### src/rtl/gpio_chg_pkg.sv
// Package: default geometry for the input change interrupt monitor.
package gpio_chg_pkg;
    localparam int GPIO_W  = 16;  // pins in the port
    localparam int HALF_W  = 8;   // pins per independently read half
    localparam int SYNC_N  = 2;   // synchronizer depth
endpackage

### src/rtl/gpio_chg_sync.sv
// Module: gpio_chg_sync
// A multi-flop synchronizer for a bank of asynchronous levels.
// Assumes that the levels change slowly compared with the clock. There is
// no reset: the stages flush after STAGES edges.
module gpio_chg_sync #(
    parameter int W      = 16,
    parameter int STAGES = 2
) (
    input  logic         clk,
    input  logic [W-1:0] d_i,
    output logic [W-1:0] q_o
);
    logic [W-1:0] stg [STAGES];

    // Purpose: first stage samples the asynchronous input.
    always_ff @(posedge clk) stg[0] <= d_i;

    for (genvar s = 1; s < STAGES; s++) begin : g_stage
        // Purpose: each later stage resamples the previous one.
        always_ff @(posedge clk) stg[s] <= stg[s-1];
    end

    assign q_o = stg[STAGES-1];
endmodule

### src/rtl/gpio_chg_snap.sv
// Module: gpio_chg_snap
// The reference register of one half. A read strobe loads it from the
// synchronized levels. During reset it tracks those levels, so nothing is
// pending when reset is released. It exports both its next value and its
// current value.
module gpio_chg_snap #(
    parameter int W = 8
) (
    input  logic         clk,
    input  logic         rst_n,
    input  logic         rd_stb_i,
    input  logic [W-1:0] lvl_i,
    output logic [W-1:0] ref_nxt_o,
    output logic [W-1:0] ref_q_o
);
    // Purpose: choose between a reload and a hold.
    always_comb ref_nxt_o = (!rst_n || rd_stb_i) ? lvl_i : ref_q_o;

    // Purpose: store the reference.
    always_ff @(posedge clk) ref_q_o <= ref_nxt_o;
endmodule

### src/rtl/gpio_chg_cmp.sv
// Module: gpio_chg_cmp
// Compares the synchronized levels against the next reference value and
// masks out pins set as outputs. It ORs the result into one registered
// request. Using the next reference lets a read clear on its own edge.
module gpio_chg_cmp #(
    parameter int W = 16
) (
    input  logic         clk,
    input  logic         rst_n,
    input  logic [W-1:0] lvl_i,
    input  logic [W-1:0] dir_in_i,
    input  logic [W-1:0] ref_nxt_i,
    output logic         req_o
);
    logic [W-1:0] diff;

    // Purpose: per-pin mismatch restricted to input pins.
    always_comb diff = (lvl_i ^ ref_nxt_i) & dir_in_i;

    // Purpose: register the ORed request.
    always_ff @(posedge clk) begin
        if (!rst_n) req_o <= 1'b0;
        else        req_o <= |diff;
    end
endmodule

### src/rtl/gpio_chg_irq.sv
// Module: gpio_chg_irq (top)
// Raises an interrupt request whenever a pin set as an input differs from the
// reference of its half. Reads of a half reload that half's reference.
// Assumes the direction bits are already in the clock domain.
module gpio_chg_irq
    import gpio_chg_pkg::*;
#(
    parameter int PORT_W = GPIO_W,
    parameter int PART_W = HALF_W,
    parameter int SYNC_D = SYNC_N
) (
    input  logic                       clk,
    input  logic                       rst_n,
    input  logic [PORT_W-1:0]          pin_lvl_i,
    input  logic [PORT_W-1:0]          dir_in_i,
    input  logic [PORT_W/PART_W-1:0]   rd_stb_i,
    output logic [PORT_W-1:0]          rd_data_o,
    output logic                       irq_pull_o,
    output logic                       irq_n_o
);
    localparam int N_PART = PORT_W / PART_W;

    logic [PORT_W-1:0] sync_lvl;
    logic [PORT_W-1:0] ref_nxt;
    logic [PORT_W-1:0] ref_q;

    gpio_chg_sync #(.W(PORT_W), .STAGES(SYNC_D)) u_sync (
        .clk (clk),
        .d_i (pin_lvl_i),
        .q_o (sync_lvl)
    );

    for (genvar h = 0; h < N_PART; h++) begin : g_part
        gpio_chg_snap #(.W(PART_W)) u_snap (
            .clk       (clk),
            .rst_n     (rst_n),
            .rd_stb_i  (rd_stb_i[h]),
            .lvl_i     (sync_lvl[h*PART_W +: PART_W]),
            .ref_nxt_o (ref_nxt[h*PART_W +: PART_W]),
            .ref_q_o   (ref_q[h*PART_W +: PART_W])
        );
    end

    gpio_chg_cmp #(.W(PORT_W)) u_cmp (
        .clk       (clk),
        .rst_n     (rst_n),
        .lvl_i     (sync_lvl),
        .dir_in_i  (dir_in_i),
        .ref_nxt_i (ref_nxt),
        .req_o     (irq_pull_o)
    );

    // Purpose: drive the line level and the read data.
    always_comb begin
        irq_n_o   = ~irq_pull_o;
        rd_data_o = ref_q;
    end
endmodule

### config.mk
export PLATFORM = sky130hd
export DESIGN_NAME = gpio_chg_irq
export DESIGN_NICKNAME = d
export VERILOG_FILES = /design/src/rtl/gpio_chg_pkg.sv /design/src/rtl/gpio_chg_sync.sv /design/src/rtl/gpio_chg_snap.sv /design/src/rtl/gpio_chg_cmp.sv /design/src/rtl/gpio_chg_irq.sv
export SDC_FILE = /design/constraint.sdc
export NUM_CORES = 1
export LEC_CHECK = 0
export ABC_AREA = 1
export BUFFER_PORTS_ARGS = -buffer_cell sky130_fd_sc_hd__buf_2
export CAP_MARGIN = 0
export CORE_MARGIN = 2
export CORE_UTILIZATION = 50
export CTS_CLUSTER_DIAMETER = 100
export DETAILED_ROUTE_END_ITERATION = 16
export GPL_TIMING_DRIVEN = 1
export MAX_ROUTING_LAYER = met4
export PLACE_DENSITY = 0.89
export SYNTH_ARGS = -nofsm -noshare
export SYNTH_HDL_FRONTEND = slang
export SYNTH_HIERARCHICAL = 1
export SYNTH_SLANG_ARGS = --single-unit
### constraint.sdc
create_clock -name clk -period 1.7 [get_ports clk]
set_input_delay 0 -clock clk [delete_from_list [all_inputs] [get_ports clk]]
set_output_delay 0 -clock clk [all_outputs]
set_load 0.1 [all_outputs]
==> results of run 1 <==
==> where the power goes <==
group / switching (mW) / internal (mW)
combinational: 0.384 / 0.130
clock: 0.318 / 0.196
sequential: 0.0361 / 1.23
==> metrics by stage <==
stage	setup slack [ns]	cell area (um2)	cells
final	0.332	2170	321
after global routing	0.197	2170	321
after CTS	0.368	2160	320
after detailed placement	0.392	1940	296
after global placement	0.451	1940	296
after floorplan	0.00151	1760	215
==> worst reg2reg max path, cell delays in order (launching register included) <==
cell	delay (ns)
dfxtp_2	0.35
nand3_1	0.07
nand2_1	0.12
nand2_1	0.06
nand3_1	0.08
nand2_1	0.06
nor2_1	0.12
nand2_1	0.07
nor2_1	0.10
nor2_1	0.05
==> Yosys cell counts <==
cell type | instances | area, um2
nand3_2 | 1 | 10.0
inv_2 | 2 | 7.51
dfxtp_1 | 49 | 981
nor2_1 | 7 | 26.3
buf_6 | 2 | 22.5
nand2_1 | 73 | 274
o21ai_1 | 1 | 5.00
buf_4 | 16 | 120
nand2_4 | 2 | 22.5
nand3_1 | 30 | 150
inv_1 | 32 | 120
==> sequential cells by signal, summed over array words and instances, names as in the netlist <==
register,cells
g_part.u_snap/ref_q_o,16
u_cmp/req_o,1
u_sync/stg,32
==> metal layers <==
metal  track usage  wire [um]  vias up  share of wire
met2         0.298       1620       47           0.51
met3        0.0775        218        7          0.068
li1              -          -      749              -
met4        0.0667         61        0          0.019
met1         0.181       1290      607           0.41
met5             -          0        -              0
==> area by class of cell <==
class / count / area (um2)
Inverter: 34 / 128
Multi-Input combinational cell: 114 / 488
Tap cell: 46 / 57.6
Sequential cell: 49 / 998
Fill cell: 297 / 1160
Timing Repair Buffer: 71 / 445
Clock buffer: 7 / 55.1
==> logic make-up after synthesis <==
logic type	count (synthesis)	share of synthesized area
buf+inv	52	0.155
compound gates	1	0.00287
flops	49	0.564
simple gates	113	0.278
==> final timing paths <==
kind / slack [ns] / endpoint / from
hold / removal: 0.08 / u_cmp/req_o / rst_n
setup reg to reg: 0.53 / u_cmp/req_o / g_part[0].u_snap/ref_q_o[5]
setup / recovery: 0.33 / u_cmp/req_o / rd_stb_i[1]
hold reg to reg: 0.34 / u_sync/stg[0][30] / u_sync/stg[0][14]
==> flow_summary_export.csv, run 1 <==
group,metric,value,unit
clock_tree,cts.sinks,49,
place,io_buffer_count,53,
hold_path,whs_path_depth,3,
synthesis,ys_warn_count,6,
grt,track_usage,0.177,
synthesis,ys_seq_elements,49,
grt,overflow,0,
power_and_ir_drop,leakagePower,1.20,nW
power_and_ir_drop,peakVddDrop,0.589,mV
layout,num_antenna_cells,0,
timing,fin_skew,0.00977,ns
synthesis,netlist_area,1740,um2
critical_path,crit_family,"buffers and inverters",
critical_path,cp-end-kind,"register",
timing,post-route-period-util,0.805,
clock_tree,cts_buffer_depth,2,
drt,firstDrtPassIters,4,
clock_tree,cts_buffers,5,
critical_path,cp_max_fo,9,
layout,final_core_util,0.651,
critical_path,criticalPathCategory,"in -> reg",
critical_path,max_stage_delay,0.53,ns
critical_path,critPathBufInv,4,
critical_path,rr_worst_depth,9,
power_and_ir_drop,power.total,2.29,mW
drt,detail_route.wl_per_cell,9.94,um
clock_tree,htree_levels,2,
floorplan,start_util,0.521,
critical_path,cp.depth,14,
drt,vias,1410,
synthesis,yosysUniqueCellTypes,11,
timing,maxSlewViolCount,0,
hold_path,hold_path_class,"in -> reg",
run_status,status,"complete, no violations",
timing,finalHoldViolations,0,
timing,timing.fmax,731,MHz
drt,ant_nets,0,
clock_tree,postCtsSetupRepairBufs,0,
clock_tree,cts_tree,"built",
timing,tightest_slew,0.499,ns
job,max_cap_viol_count,0,
layout,drive_gt1_frac,0.284,
clock_tree,clock_latency,0.35,ns
drt,drc_errors,0,
synthesis,ys_seq_area_frac,0.564,
grt,grt_pass1_wl,5.29,mm
floorplan,die_w,63.0,um
timing,slew_headroom,0.670,
timing,min_period,1.37,ns
clock_tree,holdBufCountCts,17,
drt,drt-total-wl,3.19,mm
critical_path,required,1.95,ns
floorplan,die_h,63.0,um
power_and_ir_drop,power-per-cell-area,1060,nW/um2
timing,setup_violations,0,
clock_tree,cts_root_buf,"clkbuf_4",
layout,nets,311,
floorplan,die-area,3970,um2
grt,grt_pass1_vias,1338,
critical_path,crit_arrival,1.62,ns
critical_path,critPathLaunchType,"input port",
drt,vias_per_cell,4.39,
timing,worst_hold_slack,0.0820,ns
grt,grt_max_degree,20,
place,globalplace.congestion,0.731,
timing,tns,0,ns
floorplan,coreArea,3340,um2
layout,area_delta_synth_final,24.9,%
clock_tree,clk_pin_slew,0.12,ns
critical_path,critPathSlowestCell,"dlygate4sd3_1",
critical_path,crit_top_cell,"nand2_1",
clock_tree,ctsResizeCount,0,
layout,mostFrequentLayoutCell,"nand2_1",
synthesis,netlist_instances,215,
place,dp_hpwl,2.29,mm
synthesis,syn_nets,251,
drt,drt_iter0_markers,81,
synthesis,syn_area_per_cell,8.09,um2
floorplan,num_rows,21,
critical_path,path_cells,"dlygate4sd3_1 > buf_2 > inv_2 > nand2_4 > nand2_1 > nand2_1 > inv_1 > nand2_1 > nand3_1 > nand2_1 > nor2_1 > nand2_1 > nor2_1 > nor2_1",
grt,antenna_found_initial,0,
timing,rsz0062_at_grt,"false",
floorplan,ios,54,
layout,most-common-layout-cells,"73 x nand2_1, 53 x buf_2, 35 x dfxtp_1",
Note: power is estimated with default switching activity, not from simulation.
==> inputs of run 2 (changes only) <==
Settings changed: CORE_UTILIZATION 50 to 45, PLACE_DENSITY 0.89 to 0.85.
Clock period 1.7 ns to 1.12 ns, I/O delays scaled along.
==> run 2 against run 1 <==
  * Clock power grew 130%
  * Sequential power grew 52%
  * Sequential share of layout area is 2.4 points lower
  * Total power increased by 71%
  * Critical path depth decreased by 4
  * Sequential cell count unchanged
  * Clock-buffer cell count shrank 2
  * Combinational power is 63% higher
  * Cell count rose by 1.2%
==> flow_summary_export.csv, run 2 (same netlist as run 1, synthesis figures left out) <==
group,metric,value,unit
timing,slew_headroom,0.673,
power_and_ir_drop,p_sw_frac,0.306,
grt,grt_max_degree,15,
critical_path,cp_max_fo,3,
layout,largest_reg_flops,32,
layout,nFillCells,311,
grt,antenna_found_initial,0,
layout,regMostFlops,"u_sync/stg",
critical_path,timing.rr.end,"u_cmp/req_o",
timing,worst_hold_slack,0.0441,ns
layout,top_regs,"u_sync/stg x32, g_part.u_snap/ref_q_o x16, u_cmp/req_o x1",
critical_path,r2r_setup_slack,0.01,ns
clock_tree,htree_levels,2,
timing,maxSlewViolCount,0,
place,io_buffer_count,53,
layout,final_cell_area,2420,um2
timing,timing.fmax,904,MHz
floorplan,die_h,66.2,um
clock_tree,cts_buffer_depth,2,
critical_path,max_stage_delay,0.35,ns
timing,tightest_slew,0.494,ns
critical_path,rr_worst_depth,10,
clock_tree,cts.sinks,49,
layout,nets,313,
grt,grt_pass1_wl,5.06,mm
layout,num_antenna_cells,0,
power_and_ir_drop,p_clk_frac,0.298,
drt,drt_iter0_markers,84,
timing,fin_skew,0.00337,ns
critical_path,cp-end-kind,"register",
clock_tree,clock_latency,0.29,ns
layout,area_delta_synth_final,39.1,%
power_and_ir_drop,comb_power_share,0.214,
grt,overflow,0,
place,dp_hpwl,2.37,mm
grt,track_usage,0.162,
timing,min_period,1.11,ns
clock_tree,cts_root_buf,"clkbuf_8",
timing,tns,0,ns
power_and_ir_drop,intPower,2.73,mW
timing,finalHoldViolations,0,
floorplan,num_rows,22,
clock_tree,postCtsSetupRepairBufs,0,
clock_tree,clk_pin_slew,0.08,ns
floorplan,die-area,4380,um2
critical_path,critPathBufInv,1,
critical_path,critPathSlowestCell,"dfxtp_4",
power_and_ir_drop,switchingPower,1.20,mW
drt,drc_errors,0,
place,post-place-ws,-0.0712,ns
drt,detail_route.wl_per_cell,10.5,um
layout,fin_cells,325,
floorplan,ios,54,
layout,most-common-layout-cells,"53 x nand2_1, 52 x buf_2, 29 x inv_1",
clock_tree,cts_tree,"built",
hold_path,hold_path_class,"in -> reg",
power_and_ir_drop,power-per-cell-area,1620,nW/um2
layout,drive_gt1_frac,0.477,
hold_path,hold_start,"rd_stb_i[0]",
power_and_ir_drop,peakVddDrop,0.987,mV
clock_tree,cts_buffers,5,
drt,vias_per_cell,4.46,
timing,rsz0062_at_grt,"true",
critical_path,criticalPathCategory,"reg -> reg",
place,placed_cells_incl_taps,302,
timing,post-route-period-util,0.988,
drt,vias,1449,
timing,setup_violations,0,
drt,drt-total-wl,3.42,mm
layout,final_core_util,0.656,
layout,mostFrequentLayoutCell,"nand2_1",
place,dpl_cell_area,2020,um2
drt,firstDrtPassIters,5,
grt,grt_pass1_vias,1246,
floorplan,die_w,66.2,um
timing,post-route-worst-setup-slack,0.0137,ns
job,max_cap_viol_count,0,
power_and_ir_drop,leakagePower,1.25,nW
drt,ant_nets,0,
floorplan,start_util,0.472,
critical_path,required,1.32,ns
critical_path,r2r-start,"g_part[1].u_snap/ref_q_o[6]",
hold_path,min_to,"g_part[0].u_snap/ref_q_o[5]",
hold_path,whs_path_depth,4,
floorplan,coreArea,3690,um2
critical_path,crit_family,"simple AND/OR/NAND/NOR gates",
critical_path,crit_arrival,1.30,ns
critical_path,critPathLaunchType,"register",
place,globalplace.congestion,0.769,
run_status,status,"complete, no violations",
critical_path,path_cells,"nand3_2 > nand2_2 > inv_1 > nand2_1 > nand3_2 > nand2_2 > nor2_2 > nand2_1 > nor2_1 > nor2_1",
power_and_ir_drop,power.total,3.93,mW
power_and_ir_drop,p_seq_frac,0.488,
-- run 2: cell types whose count changed in the layout (fill, tap and decap cells not counted), sizes merged --
cell         delta
clkbuf          -1
clkinv          +1
clkinvlp        +1
inv             -1
buf             +3
dlygate4sd3     -2
bufinv          +1
-- run 2: what timing repair did --
item	4_1_cts	5_1_grt
gates resized for setup	7	39
hold endpoints to repair	16	0
cloned	0	0
endpoints found under the setup margin	1	2
hold buffers	16	0
pin swaps	10	13
-- run 2: area by class of cell --
cell class	count	area, um2	area share
clock buffers	5	68.8	0.0285
clock inverters	2	35.0	0.0145
inverters	34	131	0.0543
multi-input cells	114	611	0.252
flip-flops and latches	49	1050	0.436
well taps	48	60.1	0.0248
repair buffers	73	458	0.189
-- run 2: layer usage --
layer | wire length (um) | GRT usage | part of all wire
met5 | 0 | - | 0
met4 | 18 | 0.0612 | 0.0053
met3 | 216 | 0.0596 | 0.063
met2 | 1820 | 0.269 | 0.53
met1 | 1360 | 0.178 | 0.40
-- run 2: worst max path at each step --
| stage | startpoint | to | cells past startpoint |
|---|---|---|---|
| floorplan | g_part[0].u_snap/ref_q_o[2] | u_cmp/req_o | 9 |
| global placement | rst_n | u_cmp/req_o | 11 |
| detailed placement | rst_n | u_cmp/req_o | 11 |
| CTS | g_part[0].u_snap/ref_q_o[3] | u_cmp/req_o | 10 |
| global route | g_part[1].u_snap/ref_q_o[6] | u_cmp/req_o | 10 |
| finish | g_part[1].u_snap/ref_q_o[6] | u_cmp/req_o | 10 |
-- run 2: power groups by stage --
stage | Clock, mW | Combinational, mW | Sequential [mW]
final | 1.17 | 0.839 | 1.92
after global routing | 1.30 | 0.891 | 1.93
after CTS | 1.21 | 0.801 | 1.91
after detailed placement | 0 | 0.747 | 1.95
after global placement | 0 | 0.737 | 1.94
after floorplan | 0 | 0.262 | 2.31
-- run 2: worst min-delay path, stage by stage --
cell and delay, ns:
buf_2 0.08, inv_2 0.09, nand3_2 0.08, nand2_2 0.05
==> inputs of run 3 (changes only) <==
Settings changed: CORE_MARGIN 2 to 4.
==> run 3 against run 2 <==
  * Clock-buffer cell count grew 1
  * Highest routed layer unchanged
  * Global-route usage decreased by 0.94 points
  * Core utilization down 2.0 points
  * The run now ends with negative setup slack left
==> flow_summary_export.csv, run 3 (same netlist as run 1, synthesis figures left out) <==
group,metric,value,unit
floorplan,coreArea,3690,um2
layout,largest_reg_flops,32,
power_and_ir_drop,power-per-cell-area,1570,nW/um2
layout,regMostFlops,"u_sync/stg",
grt,grt_pass1_wl,5.77,mm
run_status,violations,"negative setup slack",
critical_path,cp-endpoint,"u_cmp/req_o",
timing,tightest_slew,0.505,ns
clock_tree,htree_levels,2,
floorplan,ios,54,
timing,maxSlewViolCount,0,
layout,mostFrequentLayoutCell,"nand2_1",
job,max_cap_viol_count,0,
place,globalplace.congestion,0.720,
layout,area_delta_synth_final,34.7,%
drt,detail_route.wl_per_cell,11.0,um
clock_tree,cts_buffer_depth,2,
timing,min_period,1.18,ns
timing,timing.fmax,848,MHz
drt,vias,1446,
timing,finalHoldViolations,0,
layout,most-common-layout-cells,"63 x nand2_1, 52 x buf_2, 31 x inv_1",
drt,vias_per_cell,4.44,
layout,nets,314,
drt,firstDrtPassIters,4,
grt,grt_max_degree,20,
layout,num_antenna_cells,0,
layout,top_regs,"u_sync/stg x32, g_part.u_snap/ref_q_o x16, u_cmp/req_o x1",
drt,drc_errors,0,
critical_path,r2r-start,"g_part[1].u_snap/ref_q_o[6]",
place,dp_hpwl,2.48,mm
hold_path,hold_start,"rd_stb_i[1]",
timing,fin_skew,0.00666,ns
floorplan,die_w,70.2,um
grt,overflow,0,
floorplan,die_h,70.2,um
grt,grt_pass1_vias,1382,
drt,drt-total-wl,3.59,mm
place,post-place-ws,-0.200,ns
run_status,status,"finished with violations",
floorplan,num_rows,22,
floorplan,start_util,0.472,
timing,post-route-period-util,1.05,
power_and_ir_drop,power.total,3.67,mW
drt,drt_iter0_markers,54,
critical_path,timing.rr.end,"u_cmp/req_o",
clock_tree,cts.sinks,49,
critical_path,rr_worst_depth,9,
grt,antenna_found_initial,0,
clock_tree,clock_latency,0.29,ns
timing,post-route-worst-setup-slack,-0.0597,ns
critical_path,startpoint,"g_part[1].u_snap/ref_q_o[6]",
critical_path,cp_max_fo,3,
clock_tree,cts_tree,"built",
power_and_ir_drop,leakagePower,1.24,nW
critical_path,criticalPathCategory,"reg -> reg",
floorplan,die-area,4920,um2
timing,slew_headroom,0.666,
clock_tree,cts_root_buf,"clkbuf_8",
layout,final_core_util,0.635,
critical_path,crit_arrival,1.37,ns
hold_path,hold_path_class,"in -> reg",
power_and_ir_drop,peakVddDrop,1.13,mV
timing,rsz0062_at_grt,"true",
critical_path,required,1.31,ns
grt,track_usage,0.153,
critical_path,cp-end-kind,"register",
drt,ant_nets,0,
clock_tree,cts_buffers,5,
critical_path,r2r_setup_slack,-0.06,ns
timing,setup_violations,1,
layout,drive_gt1_frac,0.396,
layout,final_cell_area,2340,um2
timing,tns,-0.0597,ns
clock_tree,clk_pin_slew,0.08,ns
layout,nFillCells,318,
critical_path,critPathLaunchType,"register",
place,dpl_cell_area,1990,um2
place,io_buffer_count,53,
==> run 3: worst min-delay path by stage <==
stage | end | slack, ns | depth (start not counted)
5_1_grt | g_part[0].u_snap/ref_q_o[5] | 0.09 | 4
6_report | g_part[1].u_snap/ref_q_o[1] | 0.06 | 4
4_1_cts | g_part[1].u_snap/ref_q_o[6] | 0.06 | 4
3_3_place_gp | u_sync/stg[0][1] | 0.10 | 1
3_5_place_dp | u_sync/stg[0][15] | 0.10 | 1
2_1_floorplan | u_sync/stg[0][0] | 0.03 | 0
==> run 3: critical path: stages, from the launching register on <==
cell and delay (ns):
dfxtp_4 0.35, nand3_2 0.08, nand2_2 0.11, nand2_1 0.05
nand3_1 0.08, nand2_1 0.05, nor2_1 0.12, nand2_1 0.09
nor2_1 0.11, nor2_1 0.05
==> run 3: power by group <==
part	switching [mW]	total (mW)	internal, mW	leakage [nW]
clock network	0.509	0.930	0.421	0.0387
registers	0.0590	1.91	1.85	0.420
logic	0.610	0.831	0.221	0.777
total	1.18	3.67	2.50	1.24
==> run 3: final cells by class <==
cell class,instances,area [um2],share of cell area
well taps,48,60.1,0.0256
flip-flops and latches,49,1050,0.448
repair buffers,74,465,0.199
multi-input cells,114,561,0.239
inverters,34,131,0.0561
clock buffers,6,72.6,0.0310
clock inverters,1,3.75,0.00160
==> run 3: repair_timing <==
item                                    4_1_cts  5_1_grt
buffers inserted                              4        1
pin swaps                                    11        7
hold buffers                                 16        0
endpoints found under the setup margin        1        3
hold endpoints to repair                     16        0
resized for setup                             8       17
==> run 3: per-layer routing <==
metal	part of all wire	global-route usage	routed length (um)
met1	0.39	0.165	1420
met2	0.53	0.263	1890
met3	0.064	0.0460	228
met4	0.016	0.0574	59
met5	0	-	0
==> run 3: stage by stage <==
stage               cells  hold slack [ns]
finish                326           0.0638
floorplan             215           0.0277
detailed placement    298            0.104
CTS                   325           0.0605
global placement      298            0.102
global route          326           0.0857
